==> config.mk <==
export PLATFORM = sky130hd
export DESIGN_NAME = tr_stbc_fmt
export DESIGN_NICKNAME = d
export VERILOG_FILES = /design/src/rtl/tr_stbc_fmt.sv
export SDC_FILE = /design/constraint.sdc
export NUM_CORES = 2
export LEC_CHECK = 0
export ABC_AREA = 1
export ABC_CLOCK_PERIOD_IN_PS = 5200
export BUFFER_PORTS_ARGS = -buffer_cell sky130_fd_sc_hd__buf_2
export CORE_MARGIN = 4
export CORE_UTILIZATION = 25
export CTS_CLUSTER_SIZE = 12
export DETAILED_ROUTE_END_ITERATION = 10
export MAX_ROUTING_LAYER = met4
export SYNTH_ARGS = -nofsm -noshare
export SYNTH_HDL_FRONTEND = slang
export SYNTH_SLANG_ARGS = --single-unit
==> constraint.sdc <==
create_clock -name clk -period 5.2 [get_ports clk]
set_input_delay 1.04 -clock clk [delete_from_list [all_inputs] [get_ports clk]]
set_output_delay 1.04 -clock clk [all_outputs]
set_load 0.01 [all_outputs]
==> src/rtl/tr_stbc_fmt.sv <==
module tr_stbc_fmt #(
  parameter int N_LAST = 15,
  parameter int SW     = 12
) (
  input  logic          clk,
  input  logic          rst_n,
  input  logic          tx_in_valid,
  output logic          tx_in_ready,
  input  logic [SW-1:0] tx_in_i,
  input  logic [SW-1:0] tx_in_q,
  output logic          tx_out_valid,
  input  logic          tx_out_ready,
  output logic          tx_out_sof,
  output logic          tx_out_slot,
  output logic [SW-1:0] a1_i,
  output logic [SW-1:0] a1_q,
  output logic [SW-1:0] a2_i,
  output logic [SW-1:0] a2_q,
  input  logic          rx_in_valid,
  output logic          rx_in_ready,
  input  logic [SW-1:0] rx_in_i,
  input  logic [SW-1:0] rx_in_q,
  output logic          rx_out_valid,
  input  logic          rx_out_ready,
  output logic          rx_out_sof,
  output logic [SW-1:0] rx_out_i,
  output logic [SW-1:0] rx_out_q
);
  localparam int D  = N_LAST + 1;
  localparam int RW = $clog2(D);
  localparam int TW = RW + 1;
  localparam logic [RW-1:0] LAST  = RW'(N_LAST);
  localparam logic [RW-1:0] RONE  = RW'(1);
  localparam logic [TW-1:0] TLAST = TW'(2 * D - 1);
  localparam logic [TW-1:0] TONE  = TW'(1);
  localparam logic [TW-1:0] DT    = TW'(D);
  localparam logic [SW-1:0] SMIN  = {1'b1, {(SW-1){1'b0}}};
  localparam logic [SW-1:0] SMAX  = ~SMIN;
  localparam logic [SW-1:0] SONE  = SW'(1);

  function automatic logic [SW-1:0] neg_sat(input logic [SW-1:0] v);
    return (v == SMIN) ? SMAX : (~v + SONE);
  endfunction

  // transmit path: two frame buffers, each holding block A then block B
  logic [SW-1:0] tm_i [2][2*D];
  logic [SW-1:0] tm_q [2][2*D];
  logic [1:0]    tx_full;
  logic          tx_wb, tx_rb, tx_ph;
  logic [TW-1:0] tx_widx;
  logic [RW-1:0] tx_ridx;
  logic          tx_wr, tx_rd;

  assign tx_in_ready  = !tx_full[tx_wb];
  assign tx_out_valid = tx_full[tx_rb];
  assign tx_wr        = tx_in_valid && tx_in_ready;
  assign tx_rd        = tx_out_valid && tx_out_ready;

  always_ff @(posedge clk or negedge rst_n) begin
    if (!rst_n) begin
      tx_full <= '0;
      tx_wb   <= 1'b0;
      tx_rb   <= 1'b0;
      tx_ph   <= 1'b0;
      tx_widx <= '0;
      tx_ridx <= '0;
    end else begin
      if (tx_wr) begin
        if (tx_widx == TLAST) begin
          tx_widx        <= '0;
          tx_full[tx_wb] <= 1'b1;
          tx_wb          <= ~tx_wb;
        end else begin
          tx_widx <= tx_widx + TONE;
        end
      end
      if (tx_rd) begin
        if (tx_ridx == LAST) begin
          tx_ridx <= '0;
          if (tx_ph) begin
            tx_ph          <= 1'b0;
            tx_full[tx_rb] <= 1'b0;
            tx_rb          <= ~tx_rb;
          end else begin
            tx_ph <= 1'b1;
          end
        end else begin
          tx_ridx <= tx_ridx + RONE;
        end
      end
    end
  end

  always_ff @(posedge clk) begin
    if (tx_wr) begin
      tm_i[tx_wb][tx_widx] <= tx_in_i;
      tm_q[tx_wb][tx_widx] <= tx_in_q;
    end
  end

  logic [RW-1:0] tx_sel;
  logic [TW-1:0] slot_a, slot_b;
  logic [SW-1:0] ai, aq, bi, bq;

  assign tx_sel = tx_ph ? (LAST - tx_ridx) : tx_ridx;
  assign slot_a = {1'b0, tx_sel};
  assign slot_b = slot_a + DT;
  assign ai     = tm_i[tx_rb][slot_a];
  assign aq     = tm_q[tx_rb][slot_a];
  assign bi     = tm_i[tx_rb][slot_b];
  assign bq     = tm_q[tx_rb][slot_b];

  assign a1_i        = tx_ph ? neg_sat(bi) : ai;
  assign a1_q        = tx_ph ? bq          : aq;
  assign a2_i        = tx_ph ? ai          : bi;
  assign a2_q        = tx_ph ? neg_sat(aq) : bq;
  assign tx_out_sof  = (tx_ridx == '0);
  assign tx_out_slot = tx_ph;

  // receive path: two block buffers, replayed in descending order
  logic [SW-1:0] rm_i [2][D];
  logic [SW-1:0] rm_q [2][D];
  logic [1:0]    rx_full;
  logic          rx_wb, rx_rb;
  logic [RW-1:0] rx_widx, rx_ridx, rx_sel;
  logic          rx_wr, rx_rd;

  assign rx_in_ready  = !rx_full[rx_wb];
  assign rx_out_valid = rx_full[rx_rb];
  assign rx_wr        = rx_in_valid && rx_in_ready;
  assign rx_rd        = rx_out_valid && rx_out_ready;

  always_ff @(posedge clk or negedge rst_n) begin
    if (!rst_n) begin
      rx_full <= '0;
      rx_wb   <= 1'b0;
      rx_rb   <= 1'b0;
      rx_widx <= '0;
      rx_ridx <= '0;
    end else begin
      if (rx_wr) begin
        if (rx_widx == LAST) begin
          rx_widx        <= '0;
          rx_full[rx_wb] <= 1'b1;
          rx_wb          <= ~rx_wb;
        end else begin
          rx_widx <= rx_widx + RONE;
        end
      end
      if (rx_rd) begin
        if (rx_ridx == LAST) begin
          rx_ridx        <= '0;
          rx_full[rx_rb] <= 1'b0;
          rx_rb          <= ~rx_rb;
        end else begin
          rx_ridx <= rx_ridx + RONE;
        end
      end
    end
  end

  always_ff @(posedge clk) begin
    if (rx_wr) begin
      rm_i[rx_wb][rx_widx] <= rx_in_i;
      rm_q[rx_wb][rx_widx] <= rx_in_q;
    end
  end

  assign rx_sel     = LAST - rx_ridx;
  assign rx_out_i   = rm_i[rx_rb][rx_sel];
  assign rx_out_q   = neg_sat(rm_q[rx_rb][rx_sel]);
  assign rx_out_sof = (rx_ridx == '0);
endmodule

==> run summary <==
Startpoint kind of the worst setup timing path = flop
Routed wirelength normalized by instance count = 22.2 um
Post-Synthesis Cell Area = 94400 um2
Post-route minimum period = 5.17 ns
Hold_ws = 0.127 ns
Number of instances in the synthesized netlist = 7499
Nets in the synthesized netlist = 7570
Setup Total Neg Slack = 0 ns
Remaining number of nets flagged by the antenna check after routing = 0
Fraction of power spent switching nets = 35.0%
Average vias per placed instance = 4.86
Count of standard-cell rows = 225
Largest area contributor in the synthesized netlist = sky130_fd_sc_hd__edfxtp_1
Total grt overflow = 0
Die Outline Area = 387000 um2
Number of ports placed on the die boundary = 133
Final HPWL from detailed placement = 153000 um
Die X-Extent = 622 um
Clock buffer depth = 4
Actual transition at the worst max-transition pin = 1.16 ns
Initial DRT Pass Iterations = 9
Maximum number of pins on one net before global-route repair = 138
Count of buffers inserted at the top-level ports = 132
Clock Sinks = 2330
Via count of the first global-routing pass = 57700
Arrival time at the worst endpoint = 4.13 ns
Number of failing setup endpoints in the final timing report = 0
Height of the chip = 622 um
Switching power = 18.9 mW
CTS tree = yes
Skew-Pair Late Insertion Delay = 1.00 ns
Initial cell density of the core = 25.1%
Clock tree skew after final layout = 0.208 ns
Areal power density over the cells = 488 nW/um2
Clock slew at the register clock pins of the worst setup and hold paths = 0.06 ns
Maximum level of the CTS H-tree = 4
Pre-CTS WS = 0.587 ns
Non-filler cells in the finished layout = 12900
Fraction of power consumed by combinational cells = 29.9%
Kind of end point of the critical path = primary output
Final-stage net count = 7793
Synth warnings = 0
DP Cell Count = 12400
Final number of max-transition violations = 0
Core footprint = 376000 um2
Worst setup path category = flop to primary output
Worst relative slew slack = 22.3%
Share of Yosys cell area claimed by the top area cell type = 73.3%
Highest Clock Rate = 193 MHz
Max-cap violation count = 0
Final wirelength = 287000 um
Wire length of the first global-routing pass = 406000 um
Number of design-rule violations left by the first detailed-router iteration = 8086
Number of distinct library cells after synthesis = 47
Power Total = 54.1 mW
Biggest area contributors in the synthesized netlist = sky130_fd_sc_hd__edfxtp_1 (73%), sky130_fd_sc_hd__nand2_1 (6.3%), sky130_fd_sc_hd__nand3_1 (5.1%), sky130_fd_sc_hd__o21ai_0 (3.4%), sky130_fd_sc_hd__nor2_1 (2.9%)
Share of power burned in the clock network = 29.8%
Total internal power = 35.2 mW
Global-route usage over all layers = 14.2%
Count of final hold-check violations = 0
Leakage dissipation = 36.6 nW
Post-synth EDFFs = 2304
Layout-stage area growth over the synthesis result = 17.4%
Worst supply voltage drop on vdd = 0.397 mV
Worst min-delay path category = primary input to asynchronous set/reset pin
Mapped Avg Cell Area = 12.6 um2
RSZ-0062 raised after global routing = true
Clock buffer count from CTS = 241
Period utilization = 99.4%
Antenna violations before repair = 11
Weighted congestion at the end of routability-driven global placement = 0.888
Flip-flop and latch count after synthesis = 2330
Maximum fanout encountered on the critical timing path = 16
Share of final-layout standard cells stronger than drive strength 1 = 12.4%
Dominant synthesized flop cell = sky130_fd_sc_hd__edfxtp_1
Run status = complete, no violations
Final setup slack of the worst path = 0.0291 ns
Sequential cell area fraction in the yosys report = 74.0%
Vias after detailed routing = 62700
Share of async-settable or async-resettable flops after synthesis = 1.12%
Utilization after layout = 29.5%
Required time of the worst setup path = 4.16 ns
Final std cell area, no fill = 111000 um2
Cell area after placement = 102000 um2
Number of inserted filler cells in the final layout = 37800
Flop pwr share = 40.2%
# DRC = 0
Clock root buffer = sky130_fd_sc_hd__clkbuf_16
[per-layer routing]
metal	vias to the layer above	global-route usage [%]	share of wire [%]
met5	-	-	0
met4	0	5.91	4.7
met3	487	2.03	8.6
met2	3074	21.9	46
met1	31300	18.8	41
li1	27900	-	-
[final timing paths]
| kind | cells after the start | startpoint | slack [ns] | end |
|---|---|---|---|---|
| setup / recovery | 12 | tx_out_slot$_DFFE_PN0P_ | 0.03 | a2_q[2] |
| hold / removal | 2 | rst_n | 0.13 | tx_widx[4]$_DFFE_PN0P_ |
| setup reg to reg | 7 | tx_wb$_DFFE_PN0P_ | 1.15 | tm_i[1][291]$_DFFE_PP_ |
| hold reg to reg | 1 | rx_widx[2]$_DFFE_PN0P_ | 0.55 | rx_widx[2]$_DFFE_PN0P_ |
| max in group asynchronous | 2 | rst_n | 4.47 | rx_rb$_DFFE_PN0P_ |
| min in group clk | 1 | tx_in_q[3] | 0.38 | tm_q[1][267]$_DFFE_PP_ |
[cells in the final DEF (no fill, tap or decap), types with 9 or more instances in the layout]
| cell | count |
|---|---|
| sky130_fd_sc_hd__xor2_1 | 14 |
| sky130_fd_sc_hd__nand3_1 | 950 |
| sky130_fd_sc_hd__nor2_1 | 703 |
| sky130_fd_sc_hd__diode_2 | 13 |
| sky130_fd_sc_hd__buf_4 | 256 |
| sky130_fd_sc_hd__o21ai_1 | 30 |
| sky130_fd_sc_hd__clkinv_2 | 19 |
| sky130_fd_sc_hd__nand2_2 | 24 |
| sky130_fd_sc_hd__inv_2 | 9 |
| sky130_fd_sc_hd__dfrtp_1 | 18 |
| sky130_fd_sc_hd__clkbuf_16 | 259 |
| sky130_fd_sc_hd__nor2_4 | 15 |
| sky130_fd_sc_hd__nor3_1 | 10 |
| sky130_fd_sc_hd__a311oi_1 | 12 |
| sky130_fd_sc_hd__nand3_2 | 13 |
| sky130_fd_sc_hd__a221oi_1 | 12 |
| sky130_fd_sc_hd__clkinv_1 | 57 |
| sky130_fd_sc_hd__nand4_1 | 10 |
| sky130_fd_sc_hd__nand2_4 | 14 |
| sky130_fd_sc_hd__a31oi_1 | 27 |
| sky130_fd_sc_hd__ha_1 | 14 |
| sky130_fd_sc_hd__bufinv_16 | 9 |
| sky130_fd_sc_hd__buf_6 | 17 |
| sky130_fd_sc_hd__o22ai_1 | 73 |
| sky130_fd_sc_hd__inv_1 | 67 |
| sky130_fd_sc_hd__nand2_1 | 1571 |
| sky130_fd_sc_hd__buf_16 | 18 |
| sky130_fd_sc_hd__o211ai_1 | 46 |
| sky130_fd_sc_hd__clkbuf_1 | 76 |
| sky130_fd_sc_hd__a21oi_1 | 63 |
| sky130_fd_sc_hd__buf_2 | 133 |
| sky130_fd_sc_hd__nor3_2 | 82 |
| sky130_fd_sc_hd__o21ai_0 | 633 |
| sky130_fd_sc_hd__clkinv_16 | 12 |
| sky130_fd_sc_hd__edfxtp_1 | 2304 |
| sky130_fd_sc_hd__nor2_2 | 13 |
| sky130_fd_sc_hd__buf_12 | 32 |
| sky130_fd_sc_hd__o221ai_1 | 200 |
[sequential cells by signal, summed over array words and instances (netlist names), 2 cells and up]
name and flops:
rx_widx 4, rx_ridx 4, tm_i 768, rm_i 384
tx_ridx 4, tx_full 2, tm_q 768, tx_widx 5
rm_q 384, rx_full 2
[power by group through the flow]
stage	Sequential (mW)	Combinational [mW]	Clock (mW)
CTS	21.8	15.2	16.4
global placement	22.2	14.3	0
global route	21.8	17.2	17.2
floorplan	22.0	8.15	0
detailed placement	22.2	14.3	0
finish	21.8	16.2	16.1
[synth_stat cells (65+ instances only)]
master                     instances
sky130_fd_sc_hd__nor2_1          721
sky130_fd_sc_hd__clkbuf_1        176
sky130_fd_sc_hd__o221ai_1        201
sky130_fd_sc_hd__nand3_1         962
sky130_fd_sc_hd__buf_2           233
sky130_fd_sc_hd__inv_1            71
sky130_fd_sc_hd__o22ai_1          73
sky130_fd_sc_hd__nor3_1           92
sky130_fd_sc_hd__o21ai_0         633
sky130_fd_sc_hd__edfxtp_1       2304
sky130_fd_sc_hd__a21oi_1          65
sky130_fd_sc_hd__nand2_1        1594
[cell families (layout without fill, tap and decap cells)]
kind of cell             Yosys count  after routing  synth area share (%)
AND/OR/NAND/NOR                 3413           3416                  15.2
flip-flops                      2330           2330                  74.0
AO/OA/AOI/OAI                   1118           1118                  7.15
buffers and inverters            598            992                  3.20
XOR/XNOR                          20             20                 0.225
adder cells (fa/ha/maj)           17             17                 0.225
multiplexers                       3              3                0.0318
other                              0             13                     0
[area by class of cell]
cell class	instances	area (um2)	area share, %
flip-flops and latches	2330	69900	63.0
multi-input cells	4574	22300	20.1
clock buffers	318	6340	5.72
well taps	4994	6250	5.64
repair buffers	484	4590	4.14
clock inverters	99	901	0.813
inverters	85	424	0.383
repair inverters	6	96.3	0.0869
diodes	13	32.5	0.0294
[timing repair]
action	CTS	global route
resized for setup	49	83
setup buffers	33	20
cloned	15	20
endpoints found under the setup margin	54	40
pin swaps	7	6
hold buffers	0	0
[worst max-delay path, stage by stage, from the launching register on]
cell                        delay (ns)
sky130_fd_sc_hd__dfrtp_4          0.54
sky130_fd_sc_hd__ha_4             0.30
sky130_fd_sc_hd__buf_12           0.18
sky130_fd_sc_hd__clkinv_16        0.12
sky130_fd_sc_hd__buf_4            0.23
sky130_fd_sc_hd__buf_4            0.26
sky130_fd_sc_hd__o21ai_0          0.11
sky130_fd_sc_hd__o221ai_1         0.18
sky130_fd_sc_hd__nand3_1          0.30
sky130_fd_sc_hd__o211ai_1         0.40
sky130_fd_sc_hd__a21oi_1          0.22
sky130_fd_sc_hd__a31oi_1          0.22
sky130_fd_sc_hd__buf_2            0.17
No activity file was read; power rests on OpenSTA's default activity.
